$ cat config.mk
export PLATFORM = sky130hd
export DESIGN_NAME = trace_commit_gate
export DESIGN_NICKNAME = d
export VERILOG_FILES = /design/src/rtl/tcg_pkg.sv /design/src/rtl/tcg_alloc.sv /design/src/rtl/tcg_slot.sv /design/src/rtl/trace_commit_gate.sv
export SDC_FILE = /design/constraint.sdc
export NUM_CORES = 1
export LEC_CHECK = 0
export ABC_CLOCK_PERIOD_IN_PS = 1900
export CAP_MARGIN = 30
export CORE_UTILIZATION = 48
export CTS_BUF_LIST = sky130_fd_sc_hd__clkbuf_4
export CTS_CLUSTER_SIZE = 28
export DETAILED_ROUTE_END_ITERATION = 8
export GPL_ROUTABILITY_DRIVEN = 0
export MAX_ROUTING_LAYER = met4
export PLACE_DENSITY = 0.81
export SYNTH_ARGS = -nofsm -noshare
export SYNTH_HDL_FRONTEND = slang
export SYNTH_SLANG_ARGS = --single-unit
$ cat constraint.sdc
create_clock -name clk_i -period 1.9 [get_ports clk_i]
set_input_delay 0.285 -clock clk_i [delete_from_list [all_inputs] [get_ports clk_i]]
set_output_delay 0.285 -clock clk_i [all_outputs]
set_load 0.1 [all_outputs]
$ cat src/rtl/tcg_pkg.sv
package tcg_pkg;
  typedef enum logic [1:0] {
    SLOT_FREE = 2'd0,
    SLOT_PEND = 2'd1,
    SLOT_PASS = 2'd2,
    SLOT_FAIL = 2'd3
  } slot_st_e;
endpackage

$ cat src/rtl/tcg_alloc.sv
module tcg_alloc #(
  parameter int N = 4,
  parameter int W = 2
) (
  input  logic [N-1:0] free_i,
  output logic         any_o,
  output logic [W-1:0] idx_o
);
  // lowest index wins
  always_comb begin
    any_o = 1'b0;
    idx_o = '0;
    for (int i = N - 1; i >= 0; i--) begin
      if (free_i[i]) begin
        any_o = 1'b1;
        idx_o = W'(i);
      end
    end
  end
endmodule

$ cat src/rtl/tcg_slot.sv
module tcg_slot
  import tcg_pkg::*;
(
  input  logic     clk_i,
  input  logic     rst_ni,
  input  logic     alloc_i,
  input  logic     vres_hit_i,
  input  logic     vres_pass_i,
  input  logic     release_i,
  input  logic     flush_i,
  output slot_st_e state_o,
  output slot_st_e eff_o,
  output logic     fail_o
);
  slot_st_e state_q, state_d;

  // a result for a pending slot acts in its own cycle
  always_comb begin
    eff_o = state_q;
    if (state_q == SLOT_PEND && vres_hit_i)
      eff_o = vres_pass_i ? SLOT_PASS : SLOT_FAIL;
  end

  assign fail_o = (state_q == SLOT_PEND) && vres_hit_i && !vres_pass_i;

  always_comb begin
    state_d = eff_o;
    if (alloc_i && state_q == SLOT_FREE)      state_d = SLOT_PEND;
    else if (release_i && eff_o == SLOT_PASS) state_d = SLOT_FREE;
    else if (flush_i && state_q == SLOT_FAIL) state_d = SLOT_FREE;
  end

  always_ff @(posedge clk_i or negedge rst_ni) begin
    if (!rst_ni) state_q <= SLOT_FREE;
    else         state_q <= state_d;
  end

  assign state_o = state_q;

  assert_alloc_pend_R7: assert property (@(posedge clk_i) disable iff (!rst_ni)
    (alloc_i && state_q == SLOT_FREE) |=> state_q == SLOT_PEND);
  assert_fail_holds_R5: assert property (@(posedge clk_i) disable iff (!rst_ni)
    (state_q == SLOT_FAIL && !flush_i) |=> state_q == SLOT_FAIL);
  assert_idle_ignores_R10: assert property (@(posedge clk_i) disable iff (!rst_ni)
    (state_q == SLOT_FREE && !alloc_i) |=> state_q == SLOT_FREE);
  assert_flush_frees_R6: assert property (@(posedge clk_i) disable iff (!rst_ni)
    (state_q == SLOT_FAIL && flush_i) |=> state_q == SLOT_FREE);
endmodule

$ cat src/rtl/trace_commit_gate.sv
module trace_commit_gate
  import tcg_pkg::*;
#(
  parameter int NUM_SLOTS = 4,
  localparam int SLOT_W = (NUM_SLOTS > 1) ? $clog2(NUM_SLOTS) : 1
) (
  input  logic              clk_i,
  input  logic              rst_ni,
  input  logic              trace_start_i,
  output logic              alloc_ok_o,
  output logic [SLOT_W-1:0] alloc_slot_o,
  output logic              fetch_stall_o,
  input  logic              vres_valid_i,
  input  logic [SLOT_W-1:0] vres_slot_i,
  input  logic              vres_pass_i,
  input  logic              head_valid_i,
  input  logic              head_tag_i,
  input  logic [SLOT_W-1:0] head_slot_i,
  input  logic              head_last_i,
  output logic              commit_o,
  output logic              stall_o,
  input  logic              flush_i,
  input  logic [SLOT_W-1:0] flush_slot_i,
  output logic              irq_o
);
  logic [NUM_SLOTS-1:0] free_v, alloc_v, hit_v, rel_v, flush_v, fail_v;
  slot_st_e             cur_st [NUM_SLOTS];
  slot_st_e             eff_st [NUM_SLOTS];
  logic                 any_free, head_pass, irq_q;

  for (genvar g = 0; g < NUM_SLOTS; g++) begin : g_slot
    assign free_v[g]  = (cur_st[g] == SLOT_FREE);
    assign alloc_v[g] = alloc_ok_o && (alloc_slot_o == SLOT_W'(g));
    assign hit_v[g]   = vres_valid_i && (vres_slot_i == SLOT_W'(g));
    assign rel_v[g]   = commit_o && head_tag_i && head_last_i && (head_slot_i == SLOT_W'(g));
    assign flush_v[g] = flush_i && (flush_slot_i == SLOT_W'(g));

    tcg_slot i_slot (
      .clk_i       (clk_i),
      .rst_ni      (rst_ni),
      .alloc_i     (alloc_v[g]),
      .vres_hit_i  (hit_v[g]),
      .vres_pass_i (vres_pass_i),
      .release_i   (rel_v[g]),
      .flush_i     (flush_v[g]),
      .state_o     (cur_st[g]),
      .eff_o       (eff_st[g]),
      .fail_o      (fail_v[g])
    );
  end

  tcg_alloc #(.N(NUM_SLOTS), .W(SLOT_W)) i_alloc (
    .free_i (free_v),
    .any_o  (any_free),
    .idx_o  (alloc_slot_o)
  );

  assign alloc_ok_o    = trace_start_i && any_free;
  assign fetch_stall_o = trace_start_i && !any_free;

  assign head_pass = (eff_st[head_slot_i] == SLOT_PASS);
  assign commit_o  = head_valid_i && (!head_tag_i || head_pass);
  assign stall_o   = head_valid_i && !commit_o;

  always_ff @(posedge clk_i or negedge rst_ni) begin
    if (!rst_ni) irq_q <= 1'b0;
    else         irq_q <= |fail_v;
  end
  assign irq_o = irq_q;

  assert_untagged_free_R2: assert property (@(posedge clk_i) disable iff (!rst_ni)
    (head_valid_i && !head_tag_i) |-> commit_o);
  assert_pending_held_R3: assert property (@(posedge clk_i) disable iff (!rst_ni)
    (head_valid_i && head_tag_i && cur_st[head_slot_i] != SLOT_PASS && !vres_valid_i) |-> stall_o);
  assert_irq_cause_R5: assert property (@(posedge clk_i) disable iff (!rst_ni)
    irq_o |-> $past(vres_valid_i && !vres_pass_i));
  assert_full_stall_R8: assert property (@(posedge clk_i) disable iff (!rst_ni)
    fetch_stall_o |-> (!alloc_ok_o && $countones(free_v) == 0));
endmodule

==> flow_metrics.py <==
metrics = {
    "cts": {
        "h-tree-depth": 1,
        "tritoncts": "done",
        "cts_inserted_buffers": 3,
        "clkSlewWorstSetupHoldPaths_ns": 0.07,
        "tritoncts_num_sinks": 9,
        "cts-hold-fix-buffers": 0,
        "ctsRootBufferMaster": "clkbuf_4",
        "insertion_delay_ns": 0.28,
        "clockBufferDepth": 2,
    },
    "die": {
        "io-pin-count": 22,
        "fp.dieH_um": 41.0,
        "floorplan.rows": 13,
        "initial_core_util_pct": 54.0,
        "dieArea_um2": 1680,
        "floorplan.die.width_um": 41.0,
        "core_region_area_um2": 1350,
    },
    "worst_setup_path": {
        "worstReg2RegStart": "g_slot[2].i_slot.state_o[1]$_DFF_PN0_",
        "timing.critical_path.slowest_stage_cell": "nor4_1",
        "timing.critical_path.required_ns": 1.62,
        "crit_fanout": 3,
        "path_class": "in -> out",
        "critical_path_origin": "vres_slot_i[0]",
        "critical_path.cell_chain": "dlygate4sd2_1, buf_4, nand2_1, nor4_1, o221a_4, o31a_2, buf_12",
        "critical_path_arrival_ns": 1.87,
        "rrSetupSlack_ns": 0.11,
        "slowest_delay_ns": 0.39,
        "crit_path_end_kind": "output port",
        "worst_setup_path_start_kind": "input port",
    },
    "timing": {
        "timing.final.ws_setup_ns": -0.255,
        "fin_crit_sh_pct": 113,
        "grt_setup_unrepaired": "yes",
        "final.hold.worst_slack_ns": 0.307,
        "fin_worst_skew_ns": 0.0114,
        "measured_slew_at_the_worst_slew_check_pin_ns": 0.707,
        "max_clock_freq_mhz": 464,
        "finalSetupViolCount": 4,
        "number_of_hold_violations_in_the_final_report": 0,
        "drv_slew": 0,
        "maxSlewHeadroom_pct": 52.2,
        "final_period_minus_worst_setup_slack_ns": 2.16,
    },
    "flow_run": {
        "cap_violations": 0,
    },
    "synthesis": {
        "dominantRegCellSynth": "dfrtp_1",
        "postSynthCellCount": 89,
        "synth_area_um2": 729,
        "postSynthRegisterBits": 9,
        "post_synth.cell_area_avg_um2": 8.20,
        "synth_sequential_area_ratio_pct": 30.9,
        "ys_async_sr_fraction_pct": 100,
        "synth-edff-count": 0,
        "synthDominantAreaCellType": "dfrtp_1",
        "synth_top_cells_by_count": "9 x dfrtp_1, 9 x nor2_1, 8 x nand2_1, 6 x inv_1",
        "yosysTopAreaCellShare_pct": 30.9,
        "synthDistinctLibCells": 36,
        "post_synth_main_area_contributors": "dfrtp_1 31%, nor2_1 4.6%, nand2b_1 4.3%",
        "syn-num-nets": 104,
        "yosys_warnings": 0,
    },
    "pwr": {
        "netSwitchingFraction_pct": 55.8,
        "leakagePower_nw": 0.592,
        "finalPower_mw": 2.35,
        "internal_mw": 1.04,
        "clock_share_of_power_pct": 7.4,
        "total_switching_power_mw": 1.31,
        "vdd_drop_max_v": 0.00131,
        "p_comb_share_pct": 73.8,
        "seq_power_share_pct": 18.8,
        "power.density_cell_area_nw_per_um2": 1790,
    },
    "drt": {
        "route.antenna.remaining_nets": 0,
        "routed-via-count": 1246,
        "wirelength_met1_um": 1320,
        "first_iter_violations": 169,
        "routed_wl_um": 4440,
        "met3_wirelength_um": 767,
        "detail_route.wl_per_cell_um": 28.8,
        "detail_route.vias_per_cell": 8.09,
        "met2_length_um": 1770,
        "routed.top_layer": "met4",
        "drcViolationCount": 0,
        "detail_route.first_pass.iterations": 8,
    },
    "placement": {
        "hpwlAfterDp_um": 1840,
        "port_buffers": 21,
    },
    "outcome": {
        "result_of_the_run": "complete, but fails checks",
        "failing_checks": "setup timing",
    },
    "cells_and_area": {
        "n_antenna_cell": 0,
        "area_growth_pct": 80.6,
        "finalNetCount": 155,
        "post_route_cells_drive_above_1_share_pct": 43.9,
    },
    "global_route": {
        "number_of_global_route_vias_before_repair": 1062,
        "grt_use_total_pct": 53.7,
        "antenna_found_initial": 0,
        "global_route_wire_length_before_repair_um": 5470,
        "grt_start_max_net_pins": 10,
        "grt_remaining_overflow": 0,
    },
    "min_path": {
        "classification_of_the_worst_slack_hold_path": "in -> async",
    },
}
[cell usage in the layout (no fill, tap or decap), types with 2 or more instances in the layout]
cell type and count:
a21oi_1 4, a31oi_1 3, nand3_1 2, dfrtp_2 3, o31ai_1 4, nor2_1 7, nor3_1 4, buf_4 26
nand4_1 2, buf_12 6, nand2b_1 3, nand2b_4 4, inv_1 5, nand2_1 7, dlygate4sd2_1 6, clkbuf_4 4
clkdlybuf4s50_1 8, nor2_2 2, o21ai_0 2, dfrtp_1 6, a21o_1 2
[logic make-up (layout without fill, tap and decap cells)]
kind of cell           Yosys count  in the layout  share of synthesized area (%)
buffers and inverters            7             57                           4.63
AOI/OAI and AO/OA               29             29                           28.6
and+or+nand+nor                 43             43                           34.5
DFF                              9              9                           30.9
muxes                            1              1                           1.37
[final timing paths]
path	to	cells past startpoint
hold reg to reg	g_slot[1].i_slot.state_o[0]$_DFF_PN0_	2
min in group clk_i	irq_o$_DFF_PN0_	2
max in group asynchronous	g_slot[3].i_slot.state_o[0]$_DFF_PN0_	1
setup / recovery	commit_o	7
setup reg to reg	g_slot[2].i_slot.state_o[1]$_DFF_PN0_	4
hold / removal	g_slot[1].i_slot.state_o[1]$_DFF_PN0_	1
[metal layers]
layer,vias to the layer above,GRT usage (%)
li1,438,-
met1,535,55.5
met2,188,82.8
met3,85,19.0
met4,0,40.0
met5,-,-
[final cells by class]
cell class / instances / area, um2
flip-flops and latches: 9 / 229
inverters: 6 / 22.5
clock buffers: 4 / 30.0
repair buffers: 47 / 459
well taps: 15 / 18.8
multi-input cells: 73 / 558
fillers: 20 / 32.5
[stage by stage]
step / setup slack, ns / area (um2) / utilization (%) / TNS [ns] / cells
floorplan: -0.385 / 754 / - / -0.497 / 89
global placement: -0.315 / 1190 / 88.0 / -0.803 / 145
detailed placement: -0.383 / 1190 / 88.0 / -1.05 / 145
CTS: -0.164 / 1280 / 94.5 / -0.385 / 153
global route: -0.289 / 1320 / 97.6 / -0.549 / 154
finish: -0.255 / 1320 / 97.6 / -0.540 / 154
[flip-flops by register name, indices dropped and copies added, names as in the netlist]
signal,cells
g_slot.i_slot.state_o,8
irq_o,1
[critical path, delay by kind of cell]
family | cells | cell delay (ns)
buffers and inverters | 3 | 0.57
and+or+nand+nor | 2 | 0.52
AOI/OAI and AO/OA | 2 | 0.47
[power by group through the flow]
stage / Clock, mW / Combinational [mW] / Sequential, mW
2_1_floorplan: 0 / 0.843 / 0.404
4_1_cts: 0.164 / 1.54 / 0.382
3_5_place_dp: 0 / 1.44 / 0.375
3_3_place_gp: 0 / 1.42 / 0.368
6_report: 0.175 / 1.74 / 0.442
5_1_grt: 0.176 / 1.76 / 0.431
[timing repair]
item | in CTS | in global routing
gates resized for setup | 13 | 11
endpoints found under the setup margin | 3 | 5
pin swaps | 6 | 4
buffers inserted | 4 | 1
endpoints found under the hold margin | 0 | 0
Note: power is estimated with default switching activity, not from simulation.
